[src/rtl/busseq_pkg.sv]
package busseq_pkg;

    typedef enum logic [2:0] {
        ST_IDLE,
        ST_ADDR,
        ST_TURN,
        ST_XFER,
        ST_WAIT,
        ST_DONE
    } bstate_t;

    localparam int KIND_W = 3;

    localparam logic [KIND_W-1:0] K_MEM_RD = 3'd0;
    localparam logic [KIND_W-1:0] K_MEM_WR = 3'd1;
    localparam logic [KIND_W-1:0] K_IO_RD  = 3'd2;
    localparam logic [KIND_W-1:0] K_IO_WR  = 3'd3;
    localparam logic [KIND_W-1:0] K_ACK    = 3'd4;

    typedef struct packed {
        logic is_io;
        logic is_wr;
        logic is_ack;
    } kflags_t;

    function automatic kflags_t kind_flags(input logic [KIND_W-1:0] k);
        kflags_t f;
        f = '0;
        case (k)
            K_MEM_WR: f.is_wr  = 1'b1;
            K_IO_RD:  f.is_io  = 1'b1;
            K_IO_WR:  begin f.is_io = 1'b1; f.is_wr = 1'b1; end
            K_ACK:    f.is_ack = 1'b1;
            default:  f = '0;
        endcase
        return f;
    endfunction

endpackage

[src/rtl/busseq_ctrl.sv]
module busseq_ctrl
    import busseq_pkg::*;
(
    input  logic    clk,
    input  logic    rst,
    input  logic    req_valid,
    input  logic    ready,
    output bstate_t st,
    output logic    take
);

    bstate_t nxt;

    always_comb begin
        take = req_valid && (st == ST_IDLE || st == ST_DONE);
        nxt  = ST_IDLE;
        unique case (st)
            ST_IDLE: nxt = take ? ST_ADDR : ST_IDLE;
            ST_ADDR: nxt = ST_TURN;
            ST_TURN: nxt = ST_XFER;
            ST_XFER: nxt = ready ? ST_DONE : ST_WAIT;
            ST_WAIT: nxt = ready ? ST_DONE : ST_WAIT;
            ST_DONE: nxt = take ? ST_ADDR : ST_IDLE;
            default: nxt = ST_IDLE;
        endcase
    end

    always_ff @(posedge clk) begin
        if (rst) st <= ST_IDLE;
        else     st <= nxt;
    end

endmodule

[src/rtl/busseq_hold.sv]
module busseq_hold
    import busseq_pkg::*;
#(
    parameter int ADDR_W = 20,
    parameter int DATA_W = 8,
    parameter int SEG_W  = 2
) (
    input  logic              clk,
    input  logic              rst,
    input  logic              take,
    input  logic [KIND_W-1:0] req_kind,
    input  logic [ADDR_W-1:0] req_addr,
    input  logic [DATA_W-1:0] req_wdata,
    input  logic [SEG_W-1:0]  req_seg,
    input  logic              req_ie,
    input  bstate_t           st,
    input  logic              ready,
    input  logic [DATA_W-1:0] ad_in,
    output kflags_t           fl_q,
    output logic [ADDR_W-1:0] addr_q,
    output logic [DATA_W-1:0] wdata_q,
    output logic [SEG_W-1:0]  seg_q,
    output logic              ie_q,
    output logic [DATA_W-1:0] rdata
);

    logic last_data;
    assign last_data = (st == ST_XFER || st == ST_WAIT) && ready;

    always_ff @(posedge clk) begin
        if (rst) begin
            fl_q    <= '0;
            addr_q  <= '0;
            wdata_q <= '0;
            seg_q   <= '0;
            ie_q    <= 1'b0;
        end else if (take) begin
            fl_q    <= kind_flags(req_kind);
            addr_q  <= req_addr;
            wdata_q <= req_wdata;
            seg_q   <= req_seg;
            ie_q    <= req_ie;
        end
    end

    always_ff @(posedge clk) begin
        if (rst)                         rdata <= '0;
        else if (last_data && !fl_q.is_wr) rdata <= ad_in;
    end

endmodule

[src/rtl/busseq_pins.sv]
module busseq_pins
    import busseq_pkg::*;
#(
    parameter int ADDR_W = 20,
    parameter int DATA_W = 8,
    parameter int MID_W  = 8,
    parameter int SEG_W  = 2
) (
    input  bstate_t           st,
    input  kflags_t           fl_q,
    input  logic [ADDR_W-1:0] addr_q,
    input  logic [DATA_W-1:0] wdata_q,
    input  logic [SEG_W-1:0]  seg_q,
    input  logic              ie_q,
    output logic [DATA_W-1:0] ad_out,
    output logic              ad_oe,
    output logic [MID_W-1:0]  ah_out,
    output logic              ah_oe,
    output logic [ADDR_W-DATA_W-MID_W-1:0] as_out,
    output logic              as_oe,
    output logic              ale,
    output logic              rd_n,
    output logic              wr_n,
    output logic              inta_n,
    output logic              io_m,
    output logic              dt_r,
    output logic              den_n,
    output logic              done
);

    localparam int TOP_W = ADDR_W - DATA_W - MID_W;
    localparam int PAD_W = TOP_W - SEG_W - 1;

    logic                   strobe;
    logic                   rd_kind;
    logic [TOP_W-1:0]       status;
    logic [TOP_W-1:0]       top_addr;

    assign rd_kind  = !fl_q.is_wr && !fl_q.is_ack;
    assign status   = {{PAD_W{1'b0}}, ie_q, seg_q};
    assign top_addr = (fl_q.is_io || fl_q.is_ack) ? '0 : addr_q[ADDR_W-1 -: TOP_W];

    always_comb begin
        ad_out = '0;
        ad_oe  = 1'b0;
        ah_out = addr_q[DATA_W +: MID_W];
        ah_oe  = 1'b0;
        as_out = status;
        as_oe  = 1'b0;
        ale    = 1'b0;
        strobe = 1'b0;
        io_m   = 1'b0;
        dt_r   = 1'b1;
        den_n  = 1'b1;
        done   = 1'b0;
        unique case (st)
            ST_IDLE: begin
                ah_out = '0;
                as_out = '0;
            end
            ST_ADDR: begin
                ale    = 1'b1;
                ad_out = addr_q[DATA_W-1:0];
                ad_oe  = !fl_q.is_ack;
                ah_oe  = !fl_q.is_ack;
                as_out = top_addr;
                as_oe  = 1'b1;
                io_m   = fl_q.is_io;
                dt_r   = fl_q.is_wr;
            end
            ST_TURN, ST_XFER, ST_WAIT: begin
                strobe = 1'b1;
                ad_out = wdata_q;
                ad_oe  = fl_q.is_wr;
                ah_oe  = !fl_q.is_ack;
                as_oe  = 1'b1;
                io_m   = fl_q.is_io;
                dt_r   = fl_q.is_wr;
                den_n  = 1'b0;
            end
            ST_DONE: begin
                ad_out = wdata_q;
                ad_oe  = fl_q.is_wr;
                ah_oe  = !fl_q.is_ack;
                as_oe  = 1'b1;
                io_m   = fl_q.is_io;
                dt_r   = fl_q.is_wr;
                den_n  = !fl_q.is_wr;
                done   = 1'b1;
            end
            default: begin
                ah_out = '0;
                as_out = '0;
            end
        endcase
        rd_n   = !(strobe && rd_kind);
        wr_n   = !(strobe && fl_q.is_wr);
        inta_n = !(strobe && fl_q.is_ack);
    end

endmodule

[src/rtl/mux_bus_sequencer.sv]
module mux_bus_sequencer
    import busseq_pkg::*;
#(
    parameter int ADDR_W = 20,
    parameter int DATA_W = 8,
    parameter int MID_W  = 8,
    parameter int SEG_W  = 2
) (
    input  logic              clk,
    input  logic              rst,
    input  logic              req_valid,
    input  logic [2:0]        req_kind,
    input  logic [ADDR_W-1:0] req_addr,
    input  logic [DATA_W-1:0] req_wdata,
    input  logic [SEG_W-1:0]  req_seg,
    input  logic              req_ie,
    output logic              req_take,
    output logic              done,
    output logic [DATA_W-1:0] rdata,
    output logic [DATA_W-1:0] ad_out,
    input  logic [DATA_W-1:0] ad_in,
    output logic              ad_oe,
    output logic [MID_W-1:0]  ah_out,
    output logic              ah_oe,
    output logic [ADDR_W-DATA_W-MID_W-1:0] as_out,
    output logic              as_oe,
    output logic              ale,
    output logic              rd_n,
    output logic              wr_n,
    output logic              inta_n,
    output logic              io_m,
    output logic              dt_r,
    output logic              den_n,
    input  logic              ready
);

    bstate_t           st;
    kflags_t           fl_q;
    logic [ADDR_W-1:0] addr_q;
    logic [DATA_W-1:0] wdata_q;
    logic [SEG_W-1:0]  seg_q;
    logic              ie_q;

    busseq_ctrl u_ctrl (
        .clk       (clk),
        .rst       (rst),
        .req_valid (req_valid),
        .ready     (ready),
        .st        (st),
        .take      (req_take)
    );

    busseq_hold #(.ADDR_W(ADDR_W), .DATA_W(DATA_W), .SEG_W(SEG_W)) u_hold (
        .clk       (clk),
        .rst       (rst),
        .take      (req_take),
        .req_kind  (req_kind),
        .req_addr  (req_addr),
        .req_wdata (req_wdata),
        .req_seg   (req_seg),
        .req_ie    (req_ie),
        .st        (st),
        .ready     (ready),
        .ad_in     (ad_in),
        .fl_q      (fl_q),
        .addr_q    (addr_q),
        .wdata_q   (wdata_q),
        .seg_q     (seg_q),
        .ie_q      (ie_q),
        .rdata     (rdata)
    );

    busseq_pins #(.ADDR_W(ADDR_W), .DATA_W(DATA_W), .MID_W(MID_W), .SEG_W(SEG_W)) u_pins (
        .st      (st),
        .fl_q    (fl_q),
        .addr_q  (addr_q),
        .wdata_q (wdata_q),
        .seg_q   (seg_q),
        .ie_q    (ie_q),
        .ad_out  (ad_out),
        .ad_oe   (ad_oe),
        .ah_out  (ah_out),
        .ah_oe   (ah_oe),
        .as_out  (as_out),
        .as_oe   (as_oe),
        .ale     (ale),
        .rd_n    (rd_n),
        .wr_n    (wr_n),
        .inta_n  (inta_n),
        .io_m    (io_m),
        .dt_r    (dt_r),
        .den_n   (den_n),
        .done    (done)
    );

endmodule

[config.mk]
export PLATFORM = sky130hd
export DESIGN_NAME = mux_bus_sequencer
export DESIGN_NICKNAME = d
export VERILOG_FILES = /design/src/rtl/busseq_pkg.sv /design/src/rtl/busseq_ctrl.sv /design/src/rtl/busseq_hold.sv /design/src/rtl/busseq_pins.sv /design/src/rtl/mux_bus_sequencer.sv
export SDC_FILE = /design/constraint.sdc
export NUM_CORES = 1
export LEC_CHECK = 0
export CAP_MARGIN = 10
export CORE_MARGIN = 2
export CORE_UTILIZATION = 30
export CTS_CLUSTER_SIZE = 28
export DETAILED_ROUTE_END_ITERATION = 16
export PLACE_DENSITY = 0.57
export SYNTH_ARGS = -nofsm -noshare
export SYNTH_HDL_FRONTEND = slang
export SYNTH_SLANG_ARGS = --single-unit
[constraint.sdc]
create_clock -name clk -period 1.9 [get_ports clk]
set_clock_uncertainty 0.2 [all_clocks]
set_input_delay 0.19 -clock clk [delete_from_list [all_inputs] [get_ports clk]]
set_output_delay 0.19 -clock clk [all_outputs]
set_load 0.02 [all_outputs]
# == Yosys cells after proc, flatten, opt, wreduce, memory -nomap -nowiden ==
# Cells that the tools add are included.
# W data, S select, Z words.
# totals
register_bits,45
latch_bits,0
mem_bits_rw,0
rom_bits,0
in_bits,46
output_inout_bits,40
wordCells,60
memories,0
# classes
add_sub_neg,0
mul,0
div,0
order_cmp,0
eq_ne,9
shifts,0
muxes,19
bitwise_logic,0
reduce_logical,23
# op_table
operator,n
$pmux W8 S2,1
$eq A3 B2 Y1 const B,4
$mux W1,12
$pmux W3 S4,1
$eq A3 B3 Y1 const B,3
$mux W8,1
$pmux W4 S2,1
$reduce_or A2 Y1,4
$logic_and A1 B1 Y1,7
$eq A3 B1 Y1 const B,2
$logic_not A1 Y1,5
$reduce_or A5 Y1,1
$mux W4,1
$pmux W1 S2,2
$reduce_or A4 Y1,1
$logic_not A3 Y1,1
$logic_or A1 B1 Y1,3
$reduce_or A3 Y1,1

# == Logic depth before layout (Yosys ltp) ==
# Gate-level depths: netlist (run 1).
# logic_depth
ltp_word,5
mapped_depth,6
mapped_depth_nobuf,3

# == Modules after synthesis ==
# Synthesis (run 1) repeated with hierarchy kept, for this count alone.
# hier_totals
cells_unflattened,214
area_unflattened_um2,2143.3
# by_module_without_submodules
module,n_inst,cells_per_inst,area_per_inst_um2,seq_area_each_um2
busseq_hold,1,150,1586.5,840.8
busseq_pins,1,46,392.9,0.0
busseq_ctrl,1,18,163.9,60.1

# == Worst setup path after synthesis (run 1) ==
# No wires, ideal clock.
# synth_path
kind,reg-to-output
startpoint,register u_ctrl.st[0]
endpoint,output port ah_oe
arrival_time_ns,1.371
required_time_ns,1.510
path_slack_ns,0.139
stages_incl_launch_ff,6
path_buffers,2
cell_sequence,dfxtp_1 > buf_4 > nor3_1 > a21oi_1 > clkbuf_1 > and2_1
# synth_via
elab_chain_cells,3
word_cells_on_any_way,7
classes_between,eq/ne: 5; mux: 1; reduce/logical: 1
# synth_lines
item,line,text
"start, declared",busseq_ctrl.sv:8,"output bstate_t st,"
"start signal, assigned",busseq_ctrl.sv:30,else st <= nxt;
"$eq A3 B1 Y1, or another cell as far along",busseq_pins.sv:56,unique case (st)
$reduce_or A5 Y1 (no line) *,n/a,
$mux W1 *,n/a,
"end, declared",mux_bus_sequencer.sv:24,"output logic ah_oe,"
# Mark *: on every way between the ends. The rest lies on a longest branch, timed or not.

# == Final worst setup path (run 1) ==
# layout_path
startpoint,register u_ctrl.st[1]
endpoint,output port ad_oe
# layout_via
elab_chain_cells,3
word_cells_on_any_way,7
classes_between,eq/ne: 5; mux: 1; reduce/logical: 1
# layout_lines
item,line,text
$eq A3 B2 Y1 / $eq A3 B3 Y1 (equally long branches),busseq_pins.sv:56,
$reduce_or A4 Y1 (no line),n/a,
$pmux W1 S2 *,busseq_pins.sv:56,
"end, declared",mux_bus_sequencer.sv:22,"output logic ad_oe,"
# Marks and branches as above.

==> results by group, run 1 <==
Clocking
  – Clock Latency Late Sink: 300 ps
  – Root buffer cell: clkbuf_8
  – TritonCTS Sinks: 45
  – Hold Buf Count CTS: 0
  – Clock Pin Slew Worst Setup and Hold Paths: roughly 100 ps
  – CTS tree: yes
  – Max Root-Sink Buffers: 2
  – H-tree levels: 2
  – TritonCTS buffer count: 5

Pwr
  – Pwr Density: 872 mW/mm^2
  – Total power: ~3.1 mW
  – Max IR drop VDD: 0.458 mV
  – Leakage: 1.35 nW

Final layout
  – Fill cells: 670
  – Most frequent cells in the layout: 52 x clkdlybuf4s50_1, 42 x dfxtp_1, 36 x a21oi_1
  – Design area: roughly 0.0035 sq mm
  – # diodes: 0
  – Share of cells above drive strength 1: between 20 and 30%
  – Layout Area Growth over Synthesis: 64.4%
  – Nets: 397
  – Non-filler cells, final: around 450
  – Commonest non-fill, non-tap cell in the layout: clkdlybuf4s50_1

Placed design
  – Final GP Congestion: 0.710
  – DP Cell Count: 434
  – IO buf count: 85
  – Post-detail-place hpwl: 4290 um
  – Cell Area, Placed: ~0.0032 sq mm
  – Place WS: -287 ps

Floorplanning
  – Initial core utilization: 31.2%
  – Die area: ~0.0078 sq mm
  – Core box area: between 0.006 and 0.007 sq mm
  – Chip Height: between 80 and 90 um
  – Die W: a little under 90 um
  – Row cnt: 30
  – Io pins: 86

Worst hold path
  – Hold Path Sink: u_hold.addr_q[19]
  – WHS Path Cells: 2
  – Hold_sp: rst
  – HP Class: in -> reg

Routing
  – Pre-antenna DRT Iters: 4
  – Routed Antenna Nets: 0
  – Overall routed net length: roughly 6600 um
  – # DRC: 0
  – Vias: about 2.2k
  – Vias/cell: about 4.8
  – Initial DRC count: 111
  – Wire length per cell: between 10 and 15 um

STA
  – Fmax: 500 MHz
  – Tightest Pin Transition: 575 ps
  – Minimum clock period: 2000 ps
  – Pins Over Slew Limit: 0
  – Hold_ws: approximately 190 ps
  – Fin crit share: 105%
  – Final setup violation count: 25
  – Slew headroom: 61.7%
  – RSZ-0062 raised after global routing: true
  – Min setup slack post-route: -102 ps
  – Final Hold Viols: 0

Critical path
  – CP arrival: 1610 ps
  – Crit path max-delay family: simple AND/OR/NAND/NOR gates
  – CP cell instances: and2b_4 -> or2_4 -> buf_8 -> a22o_1 -> buf_6
  – Crit path kind: reg -> out
  – Startpoint types: flip-flop
  – Worst R2R Path Depth: 6
  – CP max-delay cell: dfxtp_4
  – CP max stage delay: 390 ps
  – Critical path required time: 1510 ps
  – R2R Path Start: u_ctrl.st[2]
  – Reg2reg end: u_hold.addr_q[3]
  – Reg2Reg Setup Slack: 130 ps
  – Crit path buffers/inverters: 2
  – Setup crit end kind: output port
  – Crit-path max FO: 9

Global route
  – Tot GR Track Use: 17.2%
  – Initial antenna violation count: 0
  – Busiest grt layer: met2
  – Global routing met3 resource utilization: 3.64%
  – Global-route wire length before repair: between 10000 and 15000 um
  – Largest net degree at the start of global routing: 35
  – Vias in the first global route: 2144
  – Total congestion overflow: 0
  – Met1 Use GR: 23.0%
  – Grt met2 use: 27.9%

Synth
  – Syn Inst Count: approximately 250
  – Mean Syn Cell Area: 8.44 sq um
  – Post-synthesis sequential element count: 45
  – FFs w/ async S/R, synth: 0%
  – Number of synthesized flops with an enable pin: 0
  – Top FF cell, synth: dfxtp_1
  – Sequential-to-total area share from yosys stat: 42.0%
  – Netlist cell types: 33
  – Mapped cell area: 0.00214 sq mm
  – Ys Warns: 0
  – Syn Nets: 300

Outcome
  – Status: finished, violations left
  – Failing checks: negative setup slack

Run
  – # Max-Cap Violations: 0
-- sequential cells by signal, summed over array words and instances, names as in the netlist --
register	flops
u_hold.rdata	8
u_hold.fl_q	3
u_hold.addr_q	20
u_ctrl.st	3
u_hold.seg_q	2
u_hold.ie_q	1
u_hold.wdata_q	8
-- kinds of logic after synthesis --
logic type / share of synthesized area [%]
compound gates: 23.0
simple gates: 23.5
flops: 42.0
buf+inv: 5.72
mux: 4.20
xor+xnor: 1.58
-- cell type report --
class	instances	area (sq um)	area share [%]
Sequential cell	45	910	25.8
Clock inverter	3	68.8	1.95
Timing Repair Buffer	114	1140	32.5
Clock buffer	5	68.8	1.95
Tap cell	96	120	3.41
Multi-Input combinational cell	183	1210	34.2
Inverter	2	7.51	0.213
-- per-layer routing --
| metal | wire (um) | share of wire, % | vias up |
|---|---|---|---|
| li1 | - | - | 1087 |
| met1 | 3050 | 46 | 1022 |
| met2 | 3160 | 48 | 43 |
| met3 | 324 | 4.9 | 5 |
| met4 | 79 | 1.2 | 0 |
| met5 | 0 | 0 | - |
-- metrics by stage --
step                setup TNS [ps]  utilization, %
floorplan                        0               -
global placement             -5890            47.0
detailed placement           -5940            47.0
CTS                          -1510            50.7
global route                 -3010            51.3
finish                       -1510            51.3
-- timing repair --
item	in CTS	in global routing
endpoints found under the setup margin	32	41
cloned	1	0
buffers inserted	7	0
resized for setup	185	25
pin swaps	11	8
-- worst register-to-register path, cell delays in order, from the launching register on --
cell	delay (ps)
dfxtp_4	410
buf_2	190
buf_4	170
xor2_2	180
buf_6	260
o21ai_0	130
a21oi_1	160
-- synthesized netlist by cell type (all sizes together) (3+ instances only) --
library cell / number / area [sq um]
mux2i: 9 / 90.1
o21ai: 34 / 170
nor3b: 3 / 27.5
dfxtp: 45 / 901
nand2b: 21 / 131
nor3: 3 / 15.0
buf: 12 / 70.1
a22o: 12 / 105
nand3: 32 / 160
nand2: 3 / 11.3
clkbuf: 12 / 45.0
and2: 12 / 75.1
a21oi: 38 / 201
-- where the power goes --
| part | switching, mW | internal, mW | total (mW) |
|---|---|---|---|
| Sequential | 0.0500 | 1.03 | 1.08 |
| Combinational | 0.549 | 0.558 | 1.11 |
| Clock | 0.361 | 0.530 | 0.891 |
-- worst max-delay path by stage --
| stage | start | to | slack, ps | cells after the start |
|---|---|---|---|---|
| CTS | u_ctrl.st[1] | as_out[2] | -100 | 5 |
| global placement | u_ctrl.st[1] | ah_oe | -280 | 6 |
| global route | u_ctrl.st[1] | as_out[1] | -150 | 5 |
| floorplan | u_ctrl.st[0] | ah_oe | 140 | 5 |
| detailed placement | u_ctrl.st[2] | as_out[2] | -290 | 5 |
| finish | u_ctrl.st[1] | ad_oe | -100 | 5 |
Note: power is estimated with default switching activity, not from simulation.
==> run 2: changes to the inputs <==
- HOLD_SLACK_MARGIN: unset -> 0.12
==> results of run 2 <==
No change in the layout: final DEF, timing and power equal those of run 1.
==> run 3: changes to the inputs <==
- SKIP_LAST_GASP: unset -> 1
==> run 3 against run 2 <==
Compared with the run above: the run still ends with negative setup slack left; sequential power about the same; register-to-register slack about the same; global-route usage barely moved; via count down 0.23%; sequential cell count is the same; critical endpoint is now ah_out[5]; die area unchanged; clock-buffer cell count unchanged; core utilization shrank 0.22 points; critical path depth increased by 2; worst setup slack worse by 8.0 ps; sequential share of layout area rose by 0.075 points; final cell count is the same.
==> results by group, run 3 (synthesis results as in run 1) <==
Clocking
  – Root buffer cell: clkbuf_8
  – Clock Pin Slew Worst Setup and Hold Paths: 100 ps
  – TritonCTS Sinks: 45
  – Clock Latency Late Sink: 300 ps
  – Max Root-Sink Buffers: 2
  – H-tree levels: 2
  – CTS tree: yes
  – TritonCTS buffer count: 5

Pwr
  – Pwr Density: 872 mW/mm^2
  – Leakage: 1.35 nW
  – Max IR drop VDD: 0.458 mV

Final layout
  – Share of cells above drive strength 1: 27.3%
  – Largest regs: u_hold.addr_q (20), u_hold.rdata (8), u_hold.wdata_q (8)
  – Most frequent cells in the layout: 52 x clkdlybuf4s50_1, 43 x dfxtp_1, 36 x a21oi_1
  – Layout Area Growth over Synthesis: 63.7%
  – # diodes: 0
  – Nets: around 400
  – Largest register by flop count: u_hold.addr_q
  – Commonest non-fill, non-tap cell in the layout: clkdlybuf4s50_1
  – Fill cells: 677
  – Final core utilization: 51.1%
  – Design area: 0.00351 sq mm
  – Max reg flops: 20

Routing
  – Vias/cell: 4.80
  – Routed Antenna Nets: 0
  – Initial DRC count: just over 90
  – Overall routed net length: between 6000 and 7000 um
  – Vias: 2152
  – Pre-antenna DRT Iters: 4
  – Wire length per cell: 14.6 um
  – # DRC: 0

Placed design
  – IO buf count: 85
  – Cell Area, Placed: 0.00323 sq mm
  – Place WS: -287 ps
  – Post-detail-place hpwl: between 4000 and 5000 um
  – Final GP Congestion: between 0.7 and 0.8

Floorplanning
  – Die W: 88.6 um
  – Chip Height: 88.6 um
  – Die area: 0.00784 sq mm
  – Initial core utilization: 31.2%
  – Row cnt: 30
  – Io pins: 86
  – Core box area: between 0.006 and 0.007 sq mm

Critical path
  – CP max-delay cell: dfxtp_4
  – Critical path required time: 1510 ps
  – CP arrival: 1620 ps
  – Crit-path max FO: 6
  – Crit path buffers/inverters: 5
  – Startpoint types: flip-flop
  – CP max stage delay: 370 ps
  – CP cell instances: buf_6 -> buf_12 -> a21oi_4 -> buf_6 -> buf_6 -> and2_4 -> buf_6
  – Crit path max-delay family: buffers and inverters
  – Setup crit end kind: output port
  – Top cell by count, worst path: buf_6
  – Crit path kind: reg -> out

STA
  – Final setup violation count: 26
  – RSZ-0062 raised after global routing: true
  – Fin crit share: 106%
  – Fmax: ~500 MHz
  – Final Hold Viols: 0
  – Tightest Pin Transition: 581 ps
  – Minimum clock period: 2010 ps
  – Min setup slack post-route: -110 ps
  – Slew headroom: 61.2%
  – Pins Over Slew Limit: 0

Global route
  – Initial antenna violation count: 0
  – Global-route wire length before repair: roughly 11000 um
  – Largest net degree at the start of global routing: 35
  – Tot GR Track Use: 17.2%
  – Vias in the first global route: between 2k and 2.5k
  – Total congestion overflow: 0

Worst hold path
  – HP Class: in -> reg

Run
  – # Max-Cap Violations: 0

Outcome
  – Status: finished, violations left
  – Failing checks: negative setup slack
[run 3: cell counts in the layout (fill, tap and decap cells not counted)]
No cell type changed its count.
[run 3: metal layers]
layer	track usage, %	part of all wire [%]	wire length, um	up-vias
met2	27.8	48	3130	56
met1	23.0	45	2950	1005
met4	5.51	1.2	80	0
li1	-	-	-	1086
met5	0	0	0	-
met3	3.64	5.6	365	5
[run 3: area by class of cell]
type	count	area (sq um)	area share, %
Tap cell	96	120	3.42
Multi-Input combinational cell	183	1200	34.1
Inverter	2	7.51	0.214
Clock inverter	3	68.8	1.96
Sequential cell	45	908	25.9
Clock buffer	5	68.8	1.96
Timing Repair Buffer	114	1140	32.5
[run 3: final timing paths]
kind                        start           endpoint  slack [ps]  depth (start not counted)
hold / removal                rst  u_hold.addr_q[19]         200                          2
setup reg to reg     u_ctrl.st[1]    u_hold.rdata[0]         140                          6
hold reg to reg   u_hold.rdata[4]    u_hold.rdata[4]         270                          2
setup / recovery     u_ctrl.st[1]          ah_out[5]        -110                          7
[run 3: where the power goes]
group	switching, mW	internal, mW
clock	0.362	0.530
combinational	0.545	0.549
sequential	0.0475	1.03
[run 3: worst register-to-register path, delay by kind of cell (launching register included)]
kind | cells | cell delay (ps)
compound gates | 1 | 150
buf+inv | 3 | 430
flops | 1 | 370
mux | 1 | 180
simple gates | 1 | 360
[run 3: metrics by stage]
stage / hold slack (ps) / TNS, ps / power (mW) / cells
after floorplan: 138 / 0 / 1.59 / 254
after CTS: 196 / -2070 / 3.04 / 449
final: 196 / -1450 / 3.06 / 448
after detailed placement: 264 / -5940 / 2.05 / 434
after global routing: 217 / -3000 / 3.22 / 448
after global placement: 257 / -5890 / 2.05 / 434
[run 3: what timing repair did]
item,4_1_cts,5_1_grt
setup endpoints to repair,32,41
hold buffers,0,0
buffers inserted,7,0
resized for setup,166,41
endpoints found under the hold margin,0,0
pin swaps,10,10
gates cloned,1,0
